`src/rtl/emb_clk_deframer_pkg.sv`:
```
package emb_clk_deframer_pkg;
  typedef enum logic [1:0] {
    TRK_HUNT = 2'd0,
    TRK_PAIR = 2'd1,
    TRK_LOCK = 2'd2,
    TRK_LOST = 2'd3
  } trk_state_e;
endpackage

```
`src/rtl/sym_classify.sv`:
```
module sym_classify (
  input  logic clk,
  input  logic rst_n,
  input  logic hi_i,
  input  logic lo_i,
  input  logic dat_i,
  output logic mark_o,
  output logic dbit_o
);
  always_comb begin
    mark_o = hi_i | lo_i;
    dbit_o = dat_i & ~mark_o;
  end

  AST_FLAGS_EXCLUSIVE: assert property (@(posedge clk) disable iff (!rst_n)
    $onehot0({hi_i, lo_i}));
endmodule

```
`src/rtl/slot_tracker.sv`:
```
module slot_tracker
  import emb_clk_deframer_pkg::*;
#(
  parameter int HALF_P   = 18,
  parameter int FRAME6_P = 24,
  parameter int PAY6_OFS = 6,
  parameter int CNT_W    = 5
) (
  input  logic clk,
  input  logic rst_n,
  input  logic mode6_i,
  input  logic mark_i,
  output logic locked_o,
  output logic frame_start_o,
  output logic de_slot_o,
  output logic pay_slot_o,
  output logic last_slot_o,
  output logic err_o
);
  localparam logic [CNT_W-1:0] HALF_M1  = CNT_W'(HALF_P - 1);
  localparam logic [CNT_W-1:0] FRM6_M1  = CNT_W'(FRAME6_P - 1);
  localparam logic [CNT_W-1:0] OFS_A    = CNT_W'(4);
  localparam logic [CNT_W-1:0] OFS_B    = CNT_W'(2);
  localparam logic [CNT_W-1:0] OFS_6    = CNT_W'(PAY6_OFS);
  localparam logic [CNT_W-1:0] DE_SLOT  = CNT_W'(2);
  localparam logic [CNT_W-1:0] ONE      = CNT_W'(1);
  localparam logic [CNT_W-1:0] ZERO     = '0;

  trk_state_e        state_q, state_d;
  logic [CNT_W-1:0]  cnt_q, cnt_d, cnt_inc, period_m1, first_pay;
  logic              half_q, half_d;
  logic              err_q, err_d;
  logic              start_c, act_c;

  always_comb begin
    period_m1 = mode6_i ? FRM6_M1 : HALF_M1;
    first_pay = mode6_i ? OFS_6 : (half_q ? OFS_B : OFS_A);
    cnt_inc   = (cnt_q == period_m1) ? ZERO : cnt_q + ONE;
  end

  always_comb begin
    state_d = state_q;
    cnt_d   = cnt_inc;
    half_d  = half_q;
    err_d   = err_q;
    start_c = 1'b0;
    unique case (state_q)
      TRK_HUNT: begin
        if (mark_i) begin
          state_d = TRK_PAIR;
          cnt_d   = ONE;
        end else begin
          cnt_d   = ZERO;
        end
      end
      TRK_PAIR: begin
        if (mark_i) begin
          cnt_d = ONE;
          if (cnt_q == ZERO) begin
            state_d = TRK_LOCK;
            half_d  = 1'b0;
            start_c = 1'b1;
          end
        end else if (cnt_q == ZERO) begin
          state_d = TRK_HUNT;
          cnt_d   = ZERO;
        end
      end
      TRK_LOCK: begin
        if (mark_i) begin
          cnt_d = ONE;
          if (cnt_q == ZERO && !mode6_i && !half_q) begin
            half_d = 1'b1;
          end else begin
            half_d  = 1'b0;
            start_c = 1'b1;
            if (cnt_q != ZERO) err_d = 1'b1;
          end
        end else if (cnt_q == ZERO) begin
          err_d   = 1'b1;
          state_d = TRK_LOST;
          cnt_d   = ZERO;
        end
      end
      TRK_LOST: begin
        if (mark_i) begin
          state_d = TRK_LOCK;
          cnt_d   = ONE;
          half_d  = 1'b0;
          start_c = 1'b1;
        end else begin
          cnt_d   = ZERO;
        end
      end
      default: begin
        state_d = TRK_HUNT;
        cnt_d   = ZERO;
      end
    endcase
  end

  always_ff @(posedge clk or negedge rst_n) begin
    if (!rst_n) begin
      state_q <= TRK_HUNT;
      cnt_q   <= '0;
      half_q  <= 1'b0;
      err_q   <= 1'b0;
    end else begin
      state_q <= state_d;
      cnt_q   <= cnt_d;
      half_q  <= half_d;
      err_q   <= err_d;
    end
  end

  always_comb begin
    act_c         = (state_q == TRK_LOCK) && !mark_i && (cnt_q != ZERO);
    locked_o      = (state_q == TRK_LOCK);
    frame_start_o = start_c;
    de_slot_o     = act_c && !half_q && (cnt_q == DE_SLOT);
    pay_slot_o    = act_c && (cnt_q >= first_pay);
    last_slot_o   = act_c && (cnt_q == period_m1) && (mode6_i || half_q);
    err_o         = err_q;
  end

  AST_CNT_IN_PERIOD: assert property (@(posedge clk) disable iff (!rst_n)
    cnt_q <= FRM6_M1 && (mode6_i || cnt_q <= HALF_M1));
  AST_ERR_STICKY: assert property (@(posedge clk) disable iff (!rst_n)
    err_q |=> err_q);
  AST_LOST_QUIET: assert property (@(posedge clk) disable iff (!rst_n)
    (state_q == TRK_LOST) |-> !pay_slot_o && !de_slot_o);
endmodule

```
`src/rtl/word_assembler.sv`:
```
module word_assembler #(
  parameter int COLOR_W    = 10,
  parameter int LO_COLOR_W = 6,
  parameter int PAY_W      = 30
) (
  input  logic             clk,
  input  logic             rst_n,
  input  logic             mode6_i,
  input  logic             dbit_i,
  input  logic             frame_start_i,
  input  logic             de_slot_i,
  input  logic             pay_slot_i,
  input  logic             last_slot_i,
  output logic [PAY_W-1:0] pix_o,
  output logic [PAY_W-1:0] ctl_o,
  output logic             de_o,
  output logic             vld_o
);
  localparam int PAD_W = COLOR_W - LO_COLOR_W;

  logic [PAY_W-1:0] sr_q, sr_d, pix6_c, pix_sel;
  logic             sr_en, de_q, de_d, de_en;
  logic             pix_en, ctl_en;

  always_comb begin
    sr_en = frame_start_i | pay_slot_i;
    if (frame_start_i) sr_d = '0;
    else if (pay_slot_i) sr_d = {sr_q[PAY_W-2:0], dbit_i};
    else sr_d = sr_q;
    de_en  = de_slot_i;
    de_d   = dbit_i;
    pix_en = last_slot_i & de_q;
    ctl_en = last_slot_i & ~de_q;
  end

  for (genvar c = 0; c < 3; c++) begin : g_lo_map
    assign pix6_c[c*COLOR_W +: COLOR_W] = {sr_d[c*LO_COLOR_W +: LO_COLOR_W], {PAD_W{1'b0}}};
  end

  assign pix_sel = mode6_i ? pix6_c : sr_d;

  always_ff @(posedge clk or negedge rst_n) begin
    if (!rst_n) begin
      sr_q  <= '0;
      de_q  <= 1'b0;
      pix_o <= '0;
      ctl_o <= '0;
      de_o  <= 1'b0;
      vld_o <= 1'b0;
    end else begin
      if (sr_en)       sr_q  <= sr_d;
      if (de_en)       de_q  <= de_d;
      if (pix_en)      pix_o <= pix_sel;
      if (ctl_en)      ctl_o <= sr_d;
      if (last_slot_i) de_o  <= de_q;
      vld_o <= last_slot_i;
    end
  end

  AST_VLD_SINGLE: assert property (@(posedge clk) disable iff (!rst_n)
    vld_o |=> !vld_o);
  AST_SLOT_KINDS_EXCL: assert property (@(posedge clk) disable iff (!rst_n)
    $onehot0({frame_start_i, de_slot_i, pay_slot_i}));
  AST_PIX_HELD_ON_CTL: assert property (@(posedge clk) disable iff (!rst_n)
    (vld_o && !de_o) |-> $stable(pix_o));
endmodule

```
`src/rtl/emb_clk_deframer.sv`:
```
module emb_clk_deframer #(
  parameter int COLOR_W    = 10,
  parameter int LO_COLOR_W = 6
) (
  input  logic                 clk,
  input  logic                 rst_n,
  input  logic                 sym_hi_i,
  input  logic                 sym_lo_i,
  input  logic                 sym_dat_i,
  input  logic                 mode6_i,
  output logic [3*COLOR_W-1:0] pix_o,
  output logic                 de_o,
  output logic [3*COLOR_W-1:0] ctl_o,
  output logic                 word_vld_o,
  output logic                 frm_err_o
);
  localparam int PAY_W    = 3 * COLOR_W;
  localparam int HALF_P   = (3 * COLOR_W + 6) / 2;
  localparam int FRAME6_P = 3 * LO_COLOR_W + 6;
  localparam int PAY6_OFS = FRAME6_P - 3 * LO_COLOR_W;
  localparam int MAX_P    = (HALF_P > FRAME6_P) ? HALF_P : FRAME6_P;
  localparam int CNT_W    = $clog2(MAX_P);

  logic [1:0] rst_q;
  logic       rst_int_n;
  logic       mark, dbit, locked, fstart, de_slot, pay_slot, last_slot;

  always_ff @(posedge clk or negedge rst_n) begin
    if (!rst_n) rst_q <= 2'b00;
    else        rst_q <= {rst_q[0], 1'b1};
  end
  assign rst_int_n = rst_q[1];

  sym_classify u_cls (
    .clk   (clk),
    .rst_n (rst_int_n),
    .hi_i  (sym_hi_i),
    .lo_i  (sym_lo_i),
    .dat_i (sym_dat_i),
    .mark_o(mark),
    .dbit_o(dbit)
  );

  slot_tracker #(
    .HALF_P  (HALF_P),
    .FRAME6_P(FRAME6_P),
    .PAY6_OFS(PAY6_OFS),
    .CNT_W   (CNT_W)
  ) u_trk (
    .clk          (clk),
    .rst_n        (rst_int_n),
    .mode6_i      (mode6_i),
    .mark_i       (mark),
    .locked_o     (locked),
    .frame_start_o(fstart),
    .de_slot_o    (de_slot),
    .pay_slot_o   (pay_slot),
    .last_slot_o  (last_slot),
    .err_o        (frm_err_o)
  );

  word_assembler #(
    .COLOR_W   (COLOR_W),
    .LO_COLOR_W(LO_COLOR_W),
    .PAY_W     (PAY_W)
  ) u_asm (
    .clk          (clk),
    .rst_n        (rst_int_n),
    .mode6_i      (mode6_i),
    .dbit_i       (dbit),
    .frame_start_i(fstart),
    .de_slot_i    (de_slot),
    .pay_slot_i   (pay_slot),
    .last_slot_i  (last_slot),
    .pix_o        (pix_o),
    .ctl_o        (ctl_o),
    .de_o         (de_o),
    .vld_o        (word_vld_o)
  );

  AST_QUIET_UNLOCKED: assert property (@(posedge clk) disable iff (!rst_int_n)
    !locked |=> !word_vld_o);
endmodule

```
`config.mk`:
```
export PLATFORM = sky130hd
export DESIGN_NAME = emb_clk_deframer
export DESIGN_NICKNAME = d
export VERILOG_FILES = /design/src/rtl/emb_clk_deframer_pkg.sv /design/src/rtl/sym_classify.sv /design/src/rtl/slot_tracker.sv /design/src/rtl/word_assembler.sv /design/src/rtl/emb_clk_deframer.sv
export SDC_FILE = /design/constraint.sdc
export NUM_CORES = 1
export LEC_CHECK = 0
export BUFFER_PORTS_ARGS = -buffer_cell sky130_fd_sc_hd__buf_4
export CAP_MARGIN = 0
export CORE_UTILIZATION = 40
export DETAILED_ROUTE_END_ITERATION = 12
export PLACE_DENSITY = 0.63
export SLEW_MARGIN = 0
export SYNTH_ARGS = -nofsm -noshare
export SYNTH_HDL_FRONTEND = slang
export SYNTH_SLANG_ARGS = --single-unit
```
`constraint.sdc`:
```
create_clock -name clk -period 3.75 [get_ports clk]
set_input_delay 0.5625 -clock clk [delete_from_list [all_inputs] [get_ports clk]]
set_output_delay 0.5625 -clock clk [all_outputs]
set_load 0.01 [all_outputs]
```
==> metrics.md <==
| Metric | Value |
|---|---|
| Status | completed |
| # hold bufs at CTS | 1 |
| CTS clk-pin slew, worst paths | 0.07 ns |
| WP buf/inv | 3 |
| Synth unique cells | 47 |
| Fraction of layout cells with a size suffix above 1 | 0.244 |
| Num ports | 69 |
| Post-synth net total | 463 |
| PortBufs | a little under 70 |
| Core area | approximately 0.011 mm^2 |
| Maxcap violations | 0 |
| Endpoint type of the worst setup path | flip-flop |
| DIE HEIGHT | 110 um |
| # Post-CTS Setup Buffers | 0 |
| First-pass GRT wire length | between 15 and 20 mm |
| Yosys warns | 0 |
| Starting Density | 0.419 |
| Crit Path Max Fanout | 18 |
| Tot GR Track Use | 0.201 |
| Row cnt | 38 |
| Unrepaired setup endpoints after global routing | no |
| Synthesized area per cell | between 10 and 15 um^2 |
| Nets@finish | between 500 and 600 |
| Seq cells post-synth | 104 |
| Post-synthesis compound-gate area fraction | 0.222 |
| DR DRC count | 0 |
| PD cells | 439 mW/mm^2 |
| Critical path data arrival time | approximately 3.3 ns |
| Clock tree root buffer cell | clkbuf_16 |
| Cts bufs inserted | 9 |
| Family with the most delay on the worst path | simple AND/OR/NAND/NOR gates |
| Crit share post-route | 0.833 |
| DR vias/cell | approximately 5.4 |
| Detailed Routing Iterations Pass 1 | 4 |
| Initial antenna violation count | 0 |
| Leak | 2.92 nW |
| Simple-Gate Fraction of Synth Area | 0.0901 |
| Die area | 0.0120 mm^2 |
| Sink Count | 104 |
| Layout area overhead | 21.7% |
| Number of global-route vias before repair | 3491 |
| Die width | 110 um |
| Post-synthesis xor/xnor area fraction | 0.00567 |
| GPL Wtd Cong | 0.840 |
| 1st-iter DRT viols | about 180 |
| Sequential share of the synthesized area | 0.561 |
| Fin crit period | 3.13 ns |
| Hold Vio Cnt, Final | 0 |
| Critical path's slowest cell | or4b_1 |
| Avg WL per Cell | 16.9 um |
| Final HPWL DP | 7.76 mm |
| Post-synthesis cell count | 448 |
| Skew-Pair Late Insertion Delay | 0.34 ns |
| Final Hold Slack | approximately 0.36 ns |
| Maximum number of pins on one net before global-route repair | 84 |
| Mux contribution to synthesized area | 0.0278 |
| Worst hold path type | reg2reg |
| Clk_skew | 0.00575 ns |
| Vias | roughly 3600 |
| Worst path max stage delay | 0.71 ns |
| Slew @ Worst Pin | 1.06 ns |
| Crit-path cells | inv_1 > ha_1 > or4b_1 > nand2_1 > buf_4 > a21o_1 > buf_12 > mux2i_1 > o21ai_0 |
| Adder-Cell Fraction of Synth Area | 0.0243 |
| TritonCTS clock tree | built |
| Detailed Route WL | 11.2 mm |
| ANT nets after route | 0 |
| Clock tree buffer depth | 2 |
| Max H-tree Level | 3 |
| Antenna cells | 0 |
| Mapped Area | 0.00464 mm^2 |
| Post_cts resized | 0 |
| Max Slew Vio Count | 0 |
| Worst setup SP type | flip-flop |
| Largest family of logic cells by synthesized area | compound AO/OA/AOI/OAI gates |
| Worst vdd ir | around 0.20 mV |
| Crit Path Class | reg2reg |
| Max Clock Freq | 0.320 GHz |
| Setup_tns | 0 ns |
| # setup viols final | 0 |
| Crit path required time | 3.95 ns |
| Slew headroom | 0.292 |
| Fin util | 0.510 |
| Overflow left after global routing | 0 |
metrics by stage:
stage,setup WS [ns],area (um^2),cells,power (W)
after floorplan,0.638,4640,448,0.00144
after global placement,0.715,5330,643,0.00153
after detailed placement,0.634,5330,643,0.00154
after CTS,0.636,5650,660,0.00249
after global routing,0.407,5650,660,0.00258
final,0.625,5650,660,0.00248
routing by layer:
metal / vias to the layer above / track usage / routed length [um]
li1: 1686 / - / -
met5: - / 0 / 0
met2: 113 / 0.319 / 5330
met3: 15 / 0.0379 / 650
met1: 1749 / 0.281 / 5080
met4: 0 / 0.0590 / 122
flip-flops by register name (all words and copies together) (netlist names):
name	count
u_asm.pix_o	30
u_asm.de_q	1
u_trk.cnt_q	5
u_trk.err_o	1
u_asm.sr_q	30
rst_q	2
u_asm.vld_o	1
u_asm.de_o	1
u_trk.state_q	2
u_asm.ctl_o	30
u_trk.half_q	1
final timing paths:
check | endpoint | cells past startpoint | start | slack [ns]
worst max-delay path | u_asm.ctl_o[27] | 9 | u_trk.cnt_q[0] | 0.62
max in group asynchronous | u_asm.pix_o[9] | 1 | rst_q[1] | 2.33
min in group asynchronous | u_asm.ctl_o[24] | 0 | rst_q[1] | 0.53
worst min register to register | rst_q[1] | 0 | rst_q[0] | 0.36
worst min-delay path | rst_q[1] | 0 | rst_q[0] | 0.36
worst max register to register | u_asm.ctl_o[27] | 9 | u_trk.cnt_q[0] | 0.62
cell usage in the layout, fill, tap and decap left out, types with 6 or more instances in the layout:
cell,synthesis,final
a211oi_1,16,16
a21o_1,8,8
a21oi_1,28,28
a31oi_1,6,6
a31oi_2,14,14
buf_4,3,81
clkbuf_16,0,9
dfrtp_1,104,103
ha_1,9,9
inv_1,52,52
mux2i_1,8,8
nand2_1,51,51
nand3_1,12,12
nor2_1,11,11
o21ai_0,21,20
o21ai_1,25,26
o22ai_1,12,12
o31ai_1,6,6
cell type report:
type,count,area (um^2)
clock buffers,11,253
clock inverters,5,53.8
fillers,1016,5430
inverters,52,195
multi-input cells,265,1720
flip-flops and latches,104,2610
well taps,140,175
repair buffers,83,638
where the power goes:
| group | internal, W | switching, W |
|---|---|---|
| Combinational | 0.000111 | 0.000209 |
| Clock | 0.000553 | 0.000411 |
| Sequential | 0.00116 | 0.0000384 |
| Total | 0.00182 | 0.000658 |
cells by family (layout without fill, tap and decap cells):
family,after synthesis,after routing
AOI/OAI and AO/OA,149,149
xor gates and xnor gates,3,3
adders and majority gates,9,9
buffers and inverters,79,151
DFF,104,104
muxes,12,12
other,1,1
and+or+nand+nor,91,91
synth_stat cells, drive strengths merged:
library cell  instances  area, um^2
clkbuf               17        63.8
a31o                  2        17.5
nand4b                1        8.76
or3                   1        6.26
nor4b                 1        8.76
ha                    9         113
o21ai                46         230
a21oi                28         140
or4b                  2        20.0
conb                  1        3.75
mux2                  4        48.8
mux2i                 8        80.1
nor3                  3        15.0
a31oi                21         234
a21o                  8        60.1
nand2                51         191
buf                  10        57.6
and3                  1        6.26
o22ai                12        75.1
nor2                 11        41.3
nand4                 1        6.26
nor3b                 1        12.5
or4                   1        7.51
a211oi               17         133
o21ba                 2        20.0
inv                  52         195
a21boi                4        30.0
nor2b                 2        12.5
or2                   1        6.26
and4                  1        8.76
dfrtp               104        2600
a2111oi               1        27.5
o21bai                1        7.51
and2                  1        6.26
a211o                 1        8.76
xor2                  2        17.5
o31ai                 6        45.0
nand3                12        60.1
xnor2                 1        8.76
No activity file was read; power rests on OpenSTA's default activity.
